$ cat src/rtl/kp_pkg.sv
package kp_pkg;
  localparam int DIRECT_KEYS = 2;
  localparam int SHIFT_BITS  = 28;
  localparam int IDX_W       = $clog2(SHIFT_BITS);
  localparam int POS_W       = 5;
  localparam int CODE_W      = 7;

  typedef enum logic [2:0] {
    ST_IDLE, ST_SETTLE, ST_LHI, ST_LLO, ST_SHIFT
  } scan_st_e;

  // Column position map: positions 0..1 are the direct pins, 2..29 are shifted bits 1..28
  function automatic logic [CODE_W-1:0] pos2code(input logic col, input logic [POS_W-1:0] pos);
    logic [1:0] pfx;
    logic [4:0] dig;
    logic [5:0] wide;
    pfx  = {1'b0, col};
    wide = '0;
    if (pos < 5'd2)       dig = 5'd8 + pos;
    else if (pos < 5'd10) dig = 5'd9 - pos;
    else if (pos < 5'd20) dig = 5'd29 - pos;
    else begin
      pfx  = 2'd2;
      wide = (col ? 6'd39 : 6'd29) - {1'b0, pos};
      dig  = wide[4:0];
    end
    return {pfx, dig};
  endfunction
endpackage

$ cat src/rtl/kp_tick.sv
module kp_tick #(
  parameter int PERIOD = 1000
) (
  input  logic clk,
  input  logic rst_n,
  output logic start
);
  localparam int CW = (PERIOD > 2) ? $clog2(PERIOD) : 1;

  logic [CW-1:0] cnt_q, cnt_d;

  always_comb begin
    start = (cnt_q == CW'(PERIOD - 1));
    cnt_d = start ? '0 : cnt_q + 1'b1;
  end

  always_ff @(posedge clk or negedge rst_n) begin
    if (!rst_n) cnt_q <= '0;
    else        cnt_q <= cnt_d;
  end
endmodule

$ cat src/rtl/kp_seq.sv
module kp_seq
  import kp_pkg::*;
#(
  parameter int HALF = 4
) (
  input  logic             clk,
  input  logic             rst_n,
  input  logic             start,
  output logic [1:0]       col_n,
  output logic             latch,
  output logic             sclk,
  output logic             dir_stb,
  output logic             bit_stb,
  output logic             cur_col,
  output logic [IDX_W-1:0] bit_idx,
  output logic             scan_done
);
  localparam int TW = (HALF > 1) ? $clog2(HALF) : 1;

  scan_st_e         st_q, st_d;
  logic             col_q, col_d;
  logic [TW-1:0]    tmr_q, tmr_d;
  logic [IDX_W-1:0] idx_q, idx_d;
  logic             sclk_q, sclk_d;
  logic             tmr_last, in_col, last_bit;

  always_comb begin
    tmr_last = (tmr_q == TW'(HALF - 1));
    last_bit = (idx_q == IDX_W'(SHIFT_BITS - 1));
    st_d   = st_q;
    col_d  = col_q;
    idx_d  = idx_q;
    sclk_d = sclk_q;
    tmr_d  = tmr_last ? '0 : tmr_q + 1'b1;
    case (st_q)
      ST_IDLE: begin
        tmr_d = '0;
        if (start) begin
          st_d  = ST_SETTLE;
          col_d = 1'b0;
        end
      end
      ST_SETTLE: if (tmr_last) st_d = ST_LHI;
      ST_LHI:    if (tmr_last) st_d = ST_LLO;
      ST_LLO: if (tmr_last) begin
        st_d   = ST_SHIFT;
        idx_d  = '0;
        sclk_d = 1'b0;
      end
      ST_SHIFT: if (tmr_last) begin
        if (!sclk_q) sclk_d = 1'b1;
        else begin
          sclk_d = 1'b0;
          if (last_bit) begin
            idx_d = '0;
            if (col_q) st_d = ST_IDLE;
            else begin
              st_d  = ST_SETTLE;
              col_d = 1'b1;
            end
          end else idx_d = idx_q + 1'b1;
        end
      end
      default: st_d = ST_IDLE;
    endcase
  end

  always_ff @(posedge clk or negedge rst_n) begin
    if (!rst_n) begin
      st_q   <= ST_IDLE;
      col_q  <= 1'b0;
      tmr_q  <= '0;
      idx_q  <= '0;
      sclk_q <= 1'b0;
    end else begin
      st_q   <= st_d;
      col_q  <= col_d;
      tmr_q  <= tmr_d;
      idx_q  <= idx_d;
      sclk_q <= sclk_d;
    end
  end

  always_comb begin
    in_col    = (st_q == ST_SETTLE) || (st_q == ST_LHI) || (st_q == ST_LLO);
    col_n[0]  = !(in_col && !col_q);
    col_n[1]  = !(in_col && col_q);
    latch     = (st_q == ST_LHI);
    sclk      = sclk_q;
    dir_stb   = (st_q == ST_SETTLE) && tmr_last;
    bit_stb   = (st_q == ST_SHIFT) && tmr_last && !sclk_q;
    cur_col   = col_q;
    bit_idx   = idx_q;
    scan_done = (st_q == ST_SHIFT) && tmr_last && sclk_q && last_bit && col_q;
  end

  AST_START_IDLE: assert property (@(posedge clk) disable iff (!rst_n)
    start |-> (st_q == ST_IDLE));
  AST_ONE_COLUMN: assert property (@(posedge clk) disable iff (!rst_n)
    col_n != 2'b00);
  AST_LATCH_IN_COLUMN: assert property (@(posedge clk) disable iff (!rst_n)
    latch |-> (col_n != 2'b11));
  AST_SHIFT_RELEASED: assert property (@(posedge clk) disable iff (!rst_n)
    sclk |-> (col_n == 2'b11));
endmodule

$ cat src/rtl/kp_decode.sv
module kp_decode
  import kp_pkg::*;
(
  input  logic              clk,
  input  logic              rst_n,
  input  logic              start,
  input  logic              dir_stb,
  input  logic              bit_stb,
  input  logic              cur_col,
  input  logic [IDX_W-1:0]  bit_idx,
  input  logic [1:0]        direct_n,
  input  logic              sdi,
  input  logic              scan_done,
  output logic [CODE_W-1:0] key_code,
  output logic              key_valid,
  output logic              key_error
);
  logic [1:0]        cnt_q, cnt_d, hits;
  logic [2:0]        sum;
  logic [CODE_W-1:0] cand_q, cand_d, kc_q, kc_d;
  logic              val_d, err_d, val_q, err_q;
  logic [POS_W-1:0]  sh_pos;

  always_comb begin
    sh_pos = POS_W'(bit_idx) + POS_W'(DIRECT_KEYS);
    hits   = 2'd0;
    if (dir_stb)      hits = {1'b0, !direct_n[0]} + {1'b0, !direct_n[1]};
    else if (bit_stb) hits = {1'b0, !sdi};
    sum   = {1'b0, cnt_q} + {1'b0, hits};
    cnt_d = start ? 2'd0 : ((sum > 3'd2) ? 2'd2 : sum[1:0]);

    cand_d = cand_q;
    if (dir_stb && !direct_n[0])      cand_d = pos2code(cur_col, POS_W'(0));
    else if (dir_stb && !direct_n[1]) cand_d = pos2code(cur_col, POS_W'(1));
    else if (bit_stb && !sdi)         cand_d = pos2code(cur_col, sh_pos);

    val_d = scan_done && (cnt_q == 2'd1);
    err_d = scan_done && (cnt_q == 2'd2);
    kc_d  = val_d ? cand_q : kc_q;
  end

  always_ff @(posedge clk or negedge rst_n) begin
    if (!rst_n) begin
      cnt_q  <= '0;
      cand_q <= '0;
      kc_q   <= '0;
      val_q  <= 1'b0;
      err_q  <= 1'b0;
    end else begin
      cnt_q  <= cnt_d;
      cand_q <= cand_d;
      kc_q   <= kc_d;
      val_q  <= val_d;
      err_q  <= err_d;
    end
  end

  assign key_code  = kc_q;
  assign key_valid = val_q;
  assign key_error = err_q;

  AST_VALID_PULSE: assert property (@(posedge clk) disable iff (!rst_n)
    key_valid |=> !key_valid);
  AST_CODE_HOLD: assert property (@(posedge clk) disable iff (!rst_n)
    !key_valid |-> $stable(key_code));
  AST_ERR_EXCL: assert property (@(posedge clk) disable iff (!rst_n)
    !(key_valid && key_error));
  AST_ERR_PULSE: assert property (@(posedge clk) disable iff (!rst_n)
    key_error |=> !key_error);
endmodule

$ cat src/rtl/kp2col_scanner.sv
module kp2col_scanner
  import kp_pkg::*;
#(
  parameter int CLK_HZ   = 100_000_000,
  parameter int SCAN_HZ  = 100,
  parameter int SHIFT_HZ = 306_000
) (
  input  logic              clk,
  input  logic              rst_n,
  input  logic [1:0]        direct_n,
  input  logic              sdi,
  output logic [1:0]        col_n,
  output logic              latch,
  output logic              sclk,
  output logic [CODE_W-1:0] key_code,
  output logic              key_valid,
  output logic              key_error
);
  localparam int PERIOD   = CLK_HZ / SCAN_HZ;
  localparam int HALF_RAW = CLK_HZ / (2 * SHIFT_HZ);
  localparam int HALF     = (HALF_RAW < 1) ? 1 : HALF_RAW;

  logic             start, dir_stb, bit_stb, cur_col, scan_done;
  logic [IDX_W-1:0] bit_idx;

  kp_tick #(.PERIOD(PERIOD)) u_tick (
    .clk(clk), .rst_n(rst_n), .start(start)
  );

  kp_seq #(.HALF(HALF)) u_seq (
    .clk(clk), .rst_n(rst_n), .start(start),
    .col_n(col_n), .latch(latch), .sclk(sclk),
    .dir_stb(dir_stb), .bit_stb(bit_stb), .cur_col(cur_col),
    .bit_idx(bit_idx), .scan_done(scan_done)
  );

  kp_decode u_dec (
    .clk(clk), .rst_n(rst_n), .start(start),
    .dir_stb(dir_stb), .bit_stb(bit_stb), .cur_col(cur_col),
    .bit_idx(bit_idx), .direct_n(direct_n), .sdi(sdi),
    .scan_done(scan_done),
    .key_code(key_code), .key_valid(key_valid), .key_error(key_error)
  );
endmodule

$ cat config.mk
export PLATFORM = sky130hd
export DESIGN_NAME = kp2col_scanner
export DESIGN_NICKNAME = d
export VERILOG_FILES = /design/src/rtl/kp_pkg.sv /design/src/rtl/kp_tick.sv /design/src/rtl/kp_seq.sv /design/src/rtl/kp_decode.sv /design/src/rtl/kp2col_scanner.sv
export SDC_FILE = /design/constraint.sdc
export NUM_CORES = 1
export LEC_CHECK = 0
export BUFFER_PORTS_ARGS = -buffer_cell sky130_fd_sc_hd__clkbuf_2
export CELL_PAD_IN_SITES_DETAIL_PLACEMENT = 2
export CELL_PAD_IN_SITES_GLOBAL_PLACEMENT = 2
export CORE_MARGIN = 2
export CORE_UTILIZATION = 35
export CTS_CLUSTER_SIZE = 8
export DETAILED_ROUTE_END_ITERATION = 8
export PLACE_DENSITY_LB_ADDON = 0.1
export SYNTH_ARGS = -nofsm -noshare
export SYNTH_HDL_FRONTEND = slang
export SYNTH_SLANG_ARGS = --single-unit
$ cat constraint.sdc
create_clock -name clk -period 3.6 [get_ports clk]
set_clock_uncertainty 0.05 [all_clocks]
set_input_delay 0.36 -clock clk [delete_from_list [all_inputs] [get_ports clk]]
set_output_delay 0.36 -clock clk [all_outputs]
set_load 0.005 [all_outputs]
==> flow_summary.json <==
{
  "io_buffers": 17,
  "required_ps": 3730,
  "layout.nets": 336,
  "synth_ff_type": "dfrtp_1",
  "setup_viol_count_final": 0,
  "critPathSlowestCell": "dfrtp_1",
  "cts_max_level": 2,
  "die_y_um": 96.8,
  "final_util_pct": 39.9,
  "cp.buffers_inverters": 2,
  "setup_slack_ps": 615,
  "ys_seq_elements": 56,
  "hold-worst-slack_ps": 299,
  "cts-root-buf": "clkbuf_8",
  "end_kind": "flop",
  "syn2layout_area_growth_pct": 9.84,
  "synth.most_common_cell": "dfrtp_1",
  "cp_common_cell": "ha_1",
  "synthDistinctLibCells": 56,
  "syn_inst": 294,
  "rows": 33,
  "hpwl_mm": 5.22,
  "synth_top_area_share_pct": 46.5,
  "synth.top_cells.by_count": "dfrtp_1 (56), nor2_1 (31), nand2_1 (25), nand3_1 (15), ha_1 (14)",
  "cts_tree": "built",
  "fmax_mhz": 335,
  "avgSynthCellArea_sq_um": 10.3,
  "grt_pass1_vias": 2487,
  "max-vdd-ir-drop_uv": 131,
  "power_density_nw_per_um2": 305,
  "hold_viol": 0,
  "ctsResizeCount": 0,
  "ys_seq_area_share_pct": 46.5,
  "period_needed_ps": 2980,
  "wl_per_cell_um": 16.8,
  "synth-edff-count": 0,
  "worstPathArrival_ps": 3120,
  "wirelength_mm": 7.06,
  "antenna_found_initial": 0,
  "drtIter0Drc": 57,
  "leakage_uw": 0.00157,
  "initial_core_util_pct": 36.3,
  "synth_top_area_cell": "dfrtp_1",
  "cp_top_family": "adder cells",
  "path_clk_slew_ps": 100,
  "path_max_fanout": 6,
  "numCtsBuffers": 5,
  "grt_first_pass_wirelength_mm": 12.7,
  "antenna_left": 0,
  "vias_per_cell": 5.34,
  "async_flop_share_pct": 100,
  "hp-class": "in -> reg",
  "clock-sinks": 56,
  "finalPower_uw": 1010,
  "max_stage_delay_ps": 470,
  "layout-drive-gt1-share_pct": 15.2,
  "fin_setup_tns_ps": 0,
  "grt_usage_pct": 16.4,
  "die-area_sq_um": 9370,
  "cts_buffer_depth": 2,
  "io_pins": 18,
  "synth_nets": 315,
  "synthTopCellsByArea": "dfrtp_1 (46%), ha_1 (5.8%), nor2_1 (3.9%)",
  "critPathKind": "reg -> reg",
  "grt_start_max_net_pins": 40,
  "maxSlewHeadroom_pct": 39.1,
  "antenna_cells": 0,
  "cp-start-kind": "flop",
  "cap_violations": 0,
  "syn_area_sq_um": 3010,
  "die_w_um": 96.8,
  "crit_path_cell_trace": "ha_1 > xnor2_1 > inv_1 > ha_1 > a21o_1 > and2_1 > nand2_1 > ha_1 > inv_1 > fa_1 > xnor2_1 > nand2_1 > o21ai_0 > a22oi_1",
  "yosysWarnings": 0,
  "first_pass_iters": 4,
  "tightest_slew_ps": 905,
  "overflow": 0,
  "place_ws_ps": 578,
  "insertion_delay_ps": 310,
  "rsz0062_at_grt": "false",
  "num_vias": 2249,
  "coreArea_sq_um": 8300,
  "globalplace.congestion": 0.767,
  "drc": 0,
  "drv_slew": 0,
  "status": "finished clean",
  "min_period_over_period_pct": 82.9
}
-- worst paths after layout --
kind                                   from               end  slack (ps)  cells after the start
min in group asynchronous             rst_n  u_seq.bit_idx[4]         490                      2
max reg2reg                u_seq.bit_idx[1]   u_dec.cand_q[3]         620                     14
min reg2reg                u_tick.cnt_q[19]  u_tick.cnt_q[19]         430                      1
max in group asynchronous             rst_n     u_seq.st_q[0]        2130                      3
max                        u_seq.bit_idx[1]   u_dec.cand_q[3]         620                     14
min                             direct_n[0]   u_dec.cand_q[0]         300                      3
-- timing repair --
item | CTS | global route
hold endpoints to repair | 17 | 0
buffers inserted | 0 | 0
hold buffers | 1 | 0
setup endpoints to repair | 0 | 0
-- report_power, final --
part | total [uW] | internal (uW) | switching, uW | leakage (uW)
sequential | 629 | 629 | 0 | 0.000763
clock | 362 | 140 | 222 | 0.0000485
combinational | 18.7 | 3.64 | 15.1 | 0.000757
-- worst reg2reg max path, cell delays in order, from the launching register on --
cell and delay, ps:
dfrtp_1 470, ha_1 300, xnor2_1 330, inv_1 110, ha_1 210, a21o_1 180, and2_1 180, nand2_1 70
ha_1 140, inv_1 60, fa_1 370, xnor2_1 160, nand2_1 60, o21ai_0 80, a22oi_1 80
-- stage by stage --
stage               instances  instance area, sq um
finish                    421                  3310
global route              421                  3310
CTS                       421                  3310
detailed placement        412                  3210
global placement          412                  3210
floorplan                 294                  3010
-- final cells by class --
type                    count  area (sq um)
multi-input cells         220          1530
flip-flops and latches     56          1400
clock inverters             3          22.5
fillers                   917          4990
inverters                  12          45.0
repair buffers             20           110
well taps                 105           131
clock buffers               5          68.8
-- sequential cells by signal, indices dropped and copies added, names as in the netlist --
signal	cells
u_dec.cand_q	7
u_dec.cnt_q	2
u_dec.key_code	7
u_dec.key_error	1
u_dec.key_valid	1
u_seq.bit_idx	5
u_seq.cur_col	1
u_seq.sclk	1
u_seq.st_q	3
u_seq.tmr_q	8
u_tick.cnt_q	20
-- cell usage in the layout, fill, tap and decap left out, types with 5 or more instances in the layout --
cell type / n
a21oi_1: 8
clkbuf_2: 17
clkbuf_8: 5
dfrtp_1: 56
ha_1: 14
inv_1: 12
mux2_2: 7
nand2_1: 25
nand2b_1: 5
nand3_1: 15
nand4_1: 7
nor2_1: 31
o21ai_0: 13
xnor2_1: 12
xor2_1: 13
-- per-layer routing --
metal	track usage (%)	share of wire (%)
met5	0	0
met4	3.25	0.79
met3	2.38	2.1
met2	26.7	46
met1	23.5	51
-- cells by family (layout without fill, tap and decap cells) --
kind of cell / after synthesis / in the layout / synth area share, %
and+or+nand+nor: 124 / 124 / 22.9
DFF: 56 / 56 / 46.5
AOI/OAI and AO/OA: 45 / 45 / 9.92
xor gates and xnor gates: 25 / 25 / 7.26
buffers and inverters: 18 / 40 / 2.70
adders and majority gates: 16 / 16 / 7.14
muxes: 10 / 10 / 3.61
Note: power is estimated with default switching activity, not from simulation.
